**config.mk**
```make
export PLATFORM = sky130hd
export DESIGN_NAME = baud_div_search
export DESIGN_NICKNAME = d
export VERILOG_FILES = /design/src/rtl/baud_div_search.sv
export SDC_FILE = /design/constraint.sdc
export NUM_CORES = 2
export LEC_CHECK = 0
export ABC_AREA = 1
export CAP_MARGIN = 10
export CORE_AREA = 4 4 194 338
export DETAILED_ROUTE_END_ITERATION = 10
export DIE_AREA = 0 0 198 342
export DONT_BUFFER_PORTS = 1
export PLACE_DENSITY = 0.71
export SYNTH_ARGS = -nofsm -noshare
export SYNTH_HDL_FRONTEND = slang
export SYNTH_SLANG_ARGS = --single-unit
```
**constraint.sdc**
```tcl
create_clock -name clk -period 10.9 [get_ports clk]
set_input_delay 2.18 -clock clk [delete_from_list [all_inputs] [get_ports clk]]
set_output_delay 2.18 -clock clk [all_outputs]
set_load 0.01 [all_outputs]
```
**src/rtl/baud_div_search.sv**
```systemverilog
module baud_div_search #(
  parameter int CLK_HZ  = 24_000_000,
  parameter int BAUD_W  = 24,
  parameter int OSR_MIN = 4,
  parameter int OSR_MAX = 32,
  parameter int DIV_W   = 13
) (
  input  logic              clk,
  input  logic              rst_n,
  input  logic              start,
  input  logic [BAUD_W-1:0] baud_i,
  output logic [5:0]        osr_o,
  output logic [DIV_W-1:0]  div_o,
  output logic [31:0]       baud_reg_o,
  output logic              done_o,
  output logic              bad_rate_o
);
  localparam int NUM_W   = BAUD_W + 8;
  localparam int PROD_W  = NUM_W + DIV_W;
  localparam int CNT_W   = $clog2(NUM_W + 1);
  localparam int DIV_MAX = (1 << DIV_W) - 1;
  localparam logic [NUM_W-1:0]  CLK2 = NUM_W'(2 * CLK_HZ);
  localparam logic [PROD_W-1:0] CLKP = PROD_W'(CLK_HZ);

  typedef enum logic [1:0] {S_IDLE, S_SETUP, S_DIV, S_EVAL} state_t;
  state_t state;

  logic [BAUD_W-1:0] baud_q;
  logic [5:0]        osr_cur, best_osr;
  logic [DIV_W-1:0]  best_div;
  logic [PROD_W-1:0] best_err;
  logic [NUM_W-1:0]  m, num, quo;
  logic [NUM_W:0]    rem;
  logic [CNT_W-1:0]  bitcnt;

  logic              go;
  logic [NUM_W:0]    den, trial;
  logic [DIV_W-1:0]  qc;
  logic [PROD_W-1:0] prod, err;
  logic              better;
  logic [NUM_W-1:0]  m_next;

  assign go     = start && state == S_IDLE && !done_o;
  assign m_next = NUM_W'(baud_q) * NUM_W'(osr_cur);
  assign den    = {m, 1'b0};
  assign trial  = {rem[NUM_W-1:0], num[NUM_W-1]};
  assign qc     = (quo == '0) ? DIV_W'(1) :
                  (quo > NUM_W'(DIV_MAX)) ? DIV_W'(DIV_MAX) : quo[DIV_W-1:0];
  assign prod   = PROD_W'(qc) * PROD_W'(m);
  assign err    = (prod >= CLKP) ? prod - CLKP : CLKP - prod;
  assign better = err <= best_err;
  assign baud_reg_o = {3'b000, 5'(osr_o - 6'd1), 11'b0, div_o};

  always_ff @(posedge clk or negedge rst_n) begin
    if (!rst_n) begin
      state      <= S_IDLE;
      baud_q     <= '0;
      osr_cur    <= 6'(OSR_MIN);
      best_osr   <= 6'(OSR_MIN);
      best_div   <= DIV_W'(1);
      best_err   <= '1;
      m          <= '0;
      num        <= '0;
      quo        <= '0;
      rem        <= '0;
      bitcnt     <= '0;
      osr_o      <= 6'(OSR_MIN);
      div_o      <= DIV_W'(1);
      done_o     <= 1'b0;
      bad_rate_o <= 1'b0;
    end else begin
      done_o <= 1'b0;
      case (state)
        S_IDLE: if (go) begin
          if (baud_i == '0) begin
            bad_rate_o <= 1'b1;
            done_o     <= 1'b1;
          end else begin
            bad_rate_o <= 1'b0;
            baud_q     <= baud_i;
            osr_cur    <= 6'(OSR_MIN);
            best_osr   <= 6'(OSR_MIN);
            best_div   <= DIV_W'(1);
            best_err   <= '1;
            state      <= S_SETUP;
          end
        end
        S_SETUP: begin
          m      <= m_next;
          num    <= CLK2 + m_next;
          rem    <= '0;
          quo    <= '0;
          bitcnt <= CNT_W'(NUM_W);
          state  <= S_DIV;
        end
        S_DIV: begin
          if (trial >= den) begin
            rem <= trial - den;
            quo <= {quo[NUM_W-2:0], 1'b1};
          end else begin
            rem <= trial;
            quo <= {quo[NUM_W-2:0], 1'b0};
          end
          num    <= num << 1;
          bitcnt <= bitcnt - 1'b1;
          if (bitcnt == CNT_W'(1)) state <= S_EVAL;
        end
        S_EVAL: begin
          if (better) begin
            best_err <= err;
            best_osr <= osr_cur;
            best_div <= qc;
          end
          if (osr_cur == 6'(OSR_MAX)) begin
            osr_o  <= better ? osr_cur : best_osr;
            div_o  <= better ? qc : best_div;
            done_o <= 1'b1;
            state  <= S_IDLE;
          end else begin
            osr_cur <= osr_cur + 6'd1;
            state   <= S_SETUP;
          end
        end
        default: state <= S_IDLE;
      endcase
    end
  end

  assert_div_range_R3: assert property (@(posedge clk) disable iff (!rst_n)
    div_o >= DIV_W'(1) && div_o <= DIV_W'(DIV_MAX));

  assert_osr_range_R2: assert property (@(posedge clk) disable iff (!rst_n)
    osr_o >= 6'(OSR_MIN) && osr_o <= 6'(OSR_MAX));

  assert_done_pulse_R6: assert property (@(posedge clk) disable iff (!rst_n)
    done_o |=> !done_o);

  assert_hold_idle_R6: assert property (@(posedge clk) disable iff (!rst_n)
    (state == S_IDLE && !start) |=> ($stable(osr_o) && $stable(div_o)));

  assert_zero_rate_R7: assert property (@(posedge clk) disable iff (!rst_n)
    (go && baud_i == '0) |=> (bad_rate_o && done_o && $stable(div_o) && $stable(osr_o)));

  assert_busy_ignore_R8: assert property (@(posedge clk) disable iff (!rst_n)
    (state != S_IDLE && start) |=> !bad_rate_o || $past(bad_rate_o));
endmodule

```
Word level (Yosys, flattened, before mapping)
Cells that the tools add are included.
- register bits: 249
- input bits: 27
- output and inout bits: 53
- $add $sub $neg: 7
- $mul: 2
- magnitude comparators: 4
- equal/unequal tests: 10
- muxes and demuxes: 32
- bitwise gates (word level): 1
- reductions and logical operators: 15
- operators by type and width (cell ; number):
    32-bit case mux with 2 select lines ; 3
    45-bit 2-to-1 mux ; 4
    45-bit case mux with 2 select lines ; 1
    13-bit 2-to-1 mux ; 5
    45-bit less-or-equal comparator ; 1
    25-bit by 43-bit subtractor with 44-bit output, first input constant ; 1
    43-bit by 25-bit subtractor with 44-bit output, second input constant ; 1
    43-bit by 25-bit greater-or-equal comparator with 1-bit output, second input constant ; 1
    13-bit by 30-bit multiplier with 43-bit output ; 1
    6-bit case mux with 2 select lines ; 3
    33-bit by 31-bit greater-or-equal comparator with 1-bit output ; 1
    32-bit by 13-bit greater-than comparator with 1-bit output, second input constant ; 1
    32-bit logical NOT ; 1
    32-bit 2-to-1 mux ; 1
    32-bit by 31-bit subtractor with 32-bit output ; 1
    26-bit by 30-bit adder with 31-bit output, first input constant ; 1
    24-bit by 6-bit multiplier with 30-bit output ; 1
    13-bit case mux with 2 select lines ; 1
    24-bit logical NOT ; 1
    6-bit 2-to-1 mux ; 4
    2-bit inequality test, second input constant ; 5
    3-bit AND reduction ; 3
    2-bit case mux with 4 select lines ; 1
    4-bit AND reduction ; 2
    other kinds (16) ; 26

Depth between registers and ports, before layout
- word-level depth: 9
- depth in mapped cells: 59
- depth with buffers taken out: 55

Worst setup path after synthesis
OpenSTA, ideal clock, no wires.
- path kind: reg2reg
- start: register quo[23]
- end: register div_o[8]
- data arrival time: 8.638 ns
- path slack: 2.128 ns
- stages on the path, launching flop included: 51
- buffers on the path: 6
- clock period less this slack: 8.772 ns
- path through: dfrtp_1 > nor2_1 > nand3_1 > nor2_1 > nand3_1 > clkbuf_1 > nor2_1 > clkbuf_1 > clkbuf_1 > nor2_1 > fa_1 > inv_1 > fa_1 > inv_1 > fa_1 > inv_1 > fa_1 > fa_1 > [... 15 more ...] > nand2_1 > nand3_1 > buf_2 > nand2_1 > inv_1 > ha_1 > nand2_1 > o21ai_0 > a21oi_1 > nor2_1 > a2111oi_0 > nand3_1 > nand2_1 > clkbuf_1 > buf_1 > nand2_1 > o21ai_0 > o21ai_0
- cells in the longest elaborated chain, start to end: 8
- elaborated cells on any way between the ends: 11
- RTL lines (element ; line ; source):
    start: declaration ; 32 ; logic [NUM_W-1:0] m, num, quo;
    start signal: assignment ; 99 ; quo <= {quo[NUM_W-2:0], 1'b1};
    start signal: assignment ; 102 ; quo <= {quo[NUM_W-2:0], 1'b0};
    32-bit by 13-bit greater-than comparator with 1-bit output ; 48 ; (quo > NUM_W'(DIV_MAX)) ? DIV_W'(DIV_MAX) : quo[DIV_W-1:0];
    13-bit 2-to-1 mux ; 48 ;
    13-bit 2-to-1 mux (*) ; 47 ; assign qc = (quo == '0) ? DIV_W'(1) :
    13-bit by 30-bit multiplier with 43-bit output ; 49 ; assign prod = PROD_W'(qc) * PROD_W'(m);
    25-bit by 43-bit subtractor with 44-bit output, or another cell as far along ; 50 ; assign err = (prod >= CLKP) ? prod - CLKP : CLKP - prod;
    45-bit 2-to-1 mux ; 50 ;
    45-bit less-or-equal comparator ; 51 ; assign better = err <= best_err;
    13-bit 2-to-1 mux (*) ; -- ;
    end signal: assignment ; 116 ; div_o <= better ? qc : best_div;
    end: declaration ; 13 ; output logic [DIV_W-1:0] div_o,
Mark *: on every way between the ends. The rest lies on a longest branch, timed or not.
A chain may end at the register's enable or synchronous reset.

Final worst setup path
- start: register quo[31]
- end: register best_err[2]
- cells in the longest elaborated chain, start to end: 9
- elaborated cells on any way between the ends: 14
- RTL lines (element ; line ; source):
    32-bit by 13-bit greater-than comparator with 1-bit output ; 48 ;
    13-bit 2-to-1 mux ; 48 ;
    13-bit 2-to-1 mux (*) ; 47 ;
    13-bit by 30-bit multiplier with 43-bit output (*) ; 49 ;
    25-bit by 43-bit subtractor with 44-bit output, or another cell as far along ; 50 ;
    45-bit 2-to-1 mux (*) ; 50 ;
    45-bit less-or-equal comparator ; 51 ;
    2-bit inequality test (no line) ; -- ;
    4-bit AND reduction (no line) ; -- ;
    end signal: assignment ; 110 ; best_err <= err;
    end: declaration ; 31 ; logic [PROD_W-1:0] best_err;
Mark *: on every way between the ends. The rest lies on a longest branch, timed or not. The select of a mux whose other input is x is not followed.

==> results list <==
- Measured slew at the worst slew-check pin: approximately 1.2 ns
- For this design the static power due to leakage is between 15 and 20 nW.
* Reg-to-reg startpoint: quo[31]
- For flop-to-flop paths, the worst setup slack is ~0.76 ns.
- Across the whole layout, storage elements account for between 0.006 and 0.007 mm2.
- Top-count cell post-synth: nand2_1
- Count of endpoints failing setup in the final report: 0
- Number of nets in the layout: between 5000 and 6000
- Number of buffers inserted by port buffering: 0
- First-pass GRT wire length: between 150 and 200 mm
* Pin count of the biggest net entering global routing: between 200 and 250
* 1st-iter DRT viols: 1955
- Crit Path Class: reg -> reg
* Grt ovf: 0
- The longest clock path from root to sink contains 3 buffers.
* Kind of end point of the critical path: register
- After detailed routing, the number of remaining DRC violations is 0.
- Highest ir drop seen on vdd: 123 uV
- The via count of the first global-routing pass is 32300.
- Cell at the root of the clock tree: clkbuf_16
- After floorplanning, the core was sized to cover approximately 0.063 mm2.
* Die Y-Extent: between 300 and 400 um
- GP Congestion: roughly 1.0
* Chip width: around 200 um
- The run finished with clean final reports.
- The synthesized netlist occupies a cell area of around 0.034 mm2.
- Max-slew headroom at the worst pin: 0.216
* Primary flip-flop cell chosen by synthesis mapping: dfrtp_1
* Synth area leaders: fa_1 (24%), nand2_1 (15%), dfrtp_1 (15%)
- In this run the critical register-to-register path is captured at best_err[2].
- Post-synth EDFFs: 0
- STA puts the critical path data arrival time at about 11 ns.
- Of the available clock period, the critical path in the final layout requires 0.930.
* Cell mode on critical path: nand2_1
- Across the run, the number of max-cap violations was 0.
- For this run, the slowest stage of the critical path takes roughly 0.55 ns.
- Across every metal layer, demand over resource in global routing totals 0.341.
* Clock latency of the later-clocked register in the worst-skew pair: approximately 0.6 ns
- Unrepaired setup endpoints after global routing: no
* Routed WL: ~110 mm
- For the final database, setup skew stands at 0.0377 ns.
- The first TritonRoute pass finished after 5 iterations.
- In the synthesized netlist the async set-or-reset flop fraction comes to 1.00.
- Counting instances, the worst hold path has a depth of 2.
- The floorplan step defined a die boundary enclosing 0.0677 mm2.
- For the worst setup path, the data required time is 11.44 ns.
* Clk pin slew, worst setup/hold paths: around 0.070 ns
- Synth cell types: 56
- Of the post-synthesis cell area, the dominant cell type holds 0.237.
- Post-DP HPWL: 94.3 mm
- Routed via count divided by cell count: around 5.6
- Worst Reg2Reg Path Length in Cells: a little under 50
* Number of H-tree branching levels: 1
- In this run the most critical hold path is launched from best_div[11].
- The count of pins over their slew limit was 0.
- Initial core utilization: 0.535
- For this design the top-level I/O count stands at 80.
- Launching element type of the critical path: register
- Max Fanout on Critical Path: 32
* Upper clock frequency limit: roughly 99 MHz
- Total area of multi-input combinational cells: about 0.023 mm2
- A synthesized cell averages ~7 um2.
- The share of the Yosys chip area taken by registers is 0.186.
- TritonCTS sink count: about 250
- Crit path time final: 10.14 ns
- Cts bufs inserted: 27
- Initial antenna violation count: 2
- After technology mapping, the gate count stands at 4701.
* Critical-path top delay cell: fa_1
* Power per cell area: between 50 and 60 mW/mm2
- In this run the core area contains roughly 120 standard-cell rows.
* Total vias in the final route: 30700
- Once layout is done, the placed cells without fillers occupy 0.0354 mm2.
- The tightest min-delay check is of the reg -> reg type.
- Synth area leader: fa_1
- Adding up every negative setup slack in the final design gives 0 ns.
- Post-DRT Antenna Nets: 0
* Ratio of cells with drive above 1 in the final layout: 0.0565
- Most used standard cells in the synthesized netlist: nand2_1 (1347), inv_1 (909), nor2_1 (407), fa_1 (398), ha_1 (212)
* Signed area change from the synthesized netlist to the final layout: 5.07%
* Filler instances: 6144
- CTS tree: yes
- Destination of the worst hold path: best_div[11]
- In this run, synthesis produced a sequential element count of between 200 and 250.
- Wirelength per Cell: 20.9 um
- During synthesis, Yosys emitted a total of 0 warnings.
* Placed instance area: ~0.034 mm2
- The total count of hold-check failures in the final report came to 0.
## worst max-delay path: cells and delay by family (launching register included)
| family | cells | cell delay, ns |
|---|---|---|
| AO/OA/AOI/OAI | 4 | 0.70 |
| adder cells (fa/ha/maj) | 7 | 3.31 |
| buffers and inverters | 9 | 1.48 |
| flip-flops | 1 | 0.39 |
| AND/OR/NAND/NOR | 29 | 4.18 |
## repair_timing
| action | CTS | global route |
|---|---|---|
| hold buffers | 0 | 0 |
| buffers inserted | 0 | 1 |
| endpoints found under the setup margin | 0 | 82 |
| gates resized for setup | 0 | 9 |
## layer usage
metal / track usage / wire, um / share of wire
met1: 0.318 / 34900 / 0.31
met4: 0.315 / 14000 / 0.12
met3: 0.0522 / 5630 / 0.049
met5: 0 / 0 / 0
met2: 0.622 / 59800 / 0.52
## flip-flops by register name, summed over array words and instances (netlist names)
signal	cells
osr_o	6
best_osr	6
num	32
bitcnt	6
rem	32
baud_q	24
m	30
div_o	13
best_err	44
bad_rate_o	1
best_div	13
osr_cur	6
state	2
quo	32
done_o	1
## final cells by class
class | count | share of cell area
well taps | 806 | 0.0285
repair buffers | 59 | 0.0134
inverters | 931 | 0.0990
clock inverters | 17 | 0.00576
diodes | 1 | 0.0000707
multi-input cells | 3369 | 0.656
clock buffers | 33 | 0.0200
flip-flops and latches | 248 | 0.177
## how the worst max path moves through the flow
| stage | endpoint | from | depth (start not counted) | slack, ns |
|---|---|---|---|---|
| global placement | div_o[1] | quo[18] | 47 | 0.55 |
| detailed placement | div_o[12] | quo[31] | 47 | 0.51 |
| floorplan | div_o[8] | quo[23] | 50 | 2.13 |
| global route | div_o[12] | quo[31] | 50 | 0.007 |
| CTS | div_o[12] | quo[18] | 47 | 0.52 |
| finish | best_err[2] | quo[31] | 49 | 0.76 |
## kinds of logic (layout without fill, tap and decap cells)
family | count (synthesis) | in the layout | share of synthesized area
fa+ha+maj | 610 | 610 | 0.315
compound gates | 544 | 544 | 0.0896
simple gates | 2115 | 2115 | 0.259
buf+inv | 1097 | 1040 | 0.127
other cells | 1 | 15 | 0.000111
flops | 248 | 248 | 0.186
xor+xnor | 86 | 86 | 0.0228
## stage by stage
| stage | worst slack (ns) | util | hold WS (ns) | total power, mW | instances |
|---|---|---|---|---|---|
| finish | 0.763 | 0.563 | 0.491 | 1.90 | 5464 |
| global route | 0.00706 | 0.563 | 0.505 | 1.95 | 5463 |
| CTS | 0.516 | 0.562 | 0.490 | 1.92 | 5462 |
| detailed placement | 0.506 | 0.547 | 0.470 | 0.942 | 5412 |
| global placement | 0.545 | 0.547 | 0.463 | 0.942 | 5412 |
| floorplan | 2.13 | - | 0.448 | 0.945 | 4714 |
## power by group
| part | internal, mW | switching [mW] | leakage (nW) |
|---|---|---|---|
| clock | 0.543 | 0.432 | 0.442 |
| combinational | 0.000591 | 0.00351 | 16.3 |
| sequential | 0.921 | 0 | 3.07 |
## placed cells by master (no fill, tap or decap), drive strengths merged, types with 9 or more instances in the layout
cell    count
clkbuf     33
dfstp      49
nand2    1381
a22oi      13
a21o        9
nand4      50
nor4       14
nand3b     11
o22ai      39
nand3     188
fa        398
o211ai     16
dfrtp     199
inv       925
nor2      425
buf        59
conb       14
xor2       56
o21ai     222
xnor2      30
nor3       35
ha        212
a21oi     210
clkinv     17
Power figures use the tool's default switching activity.
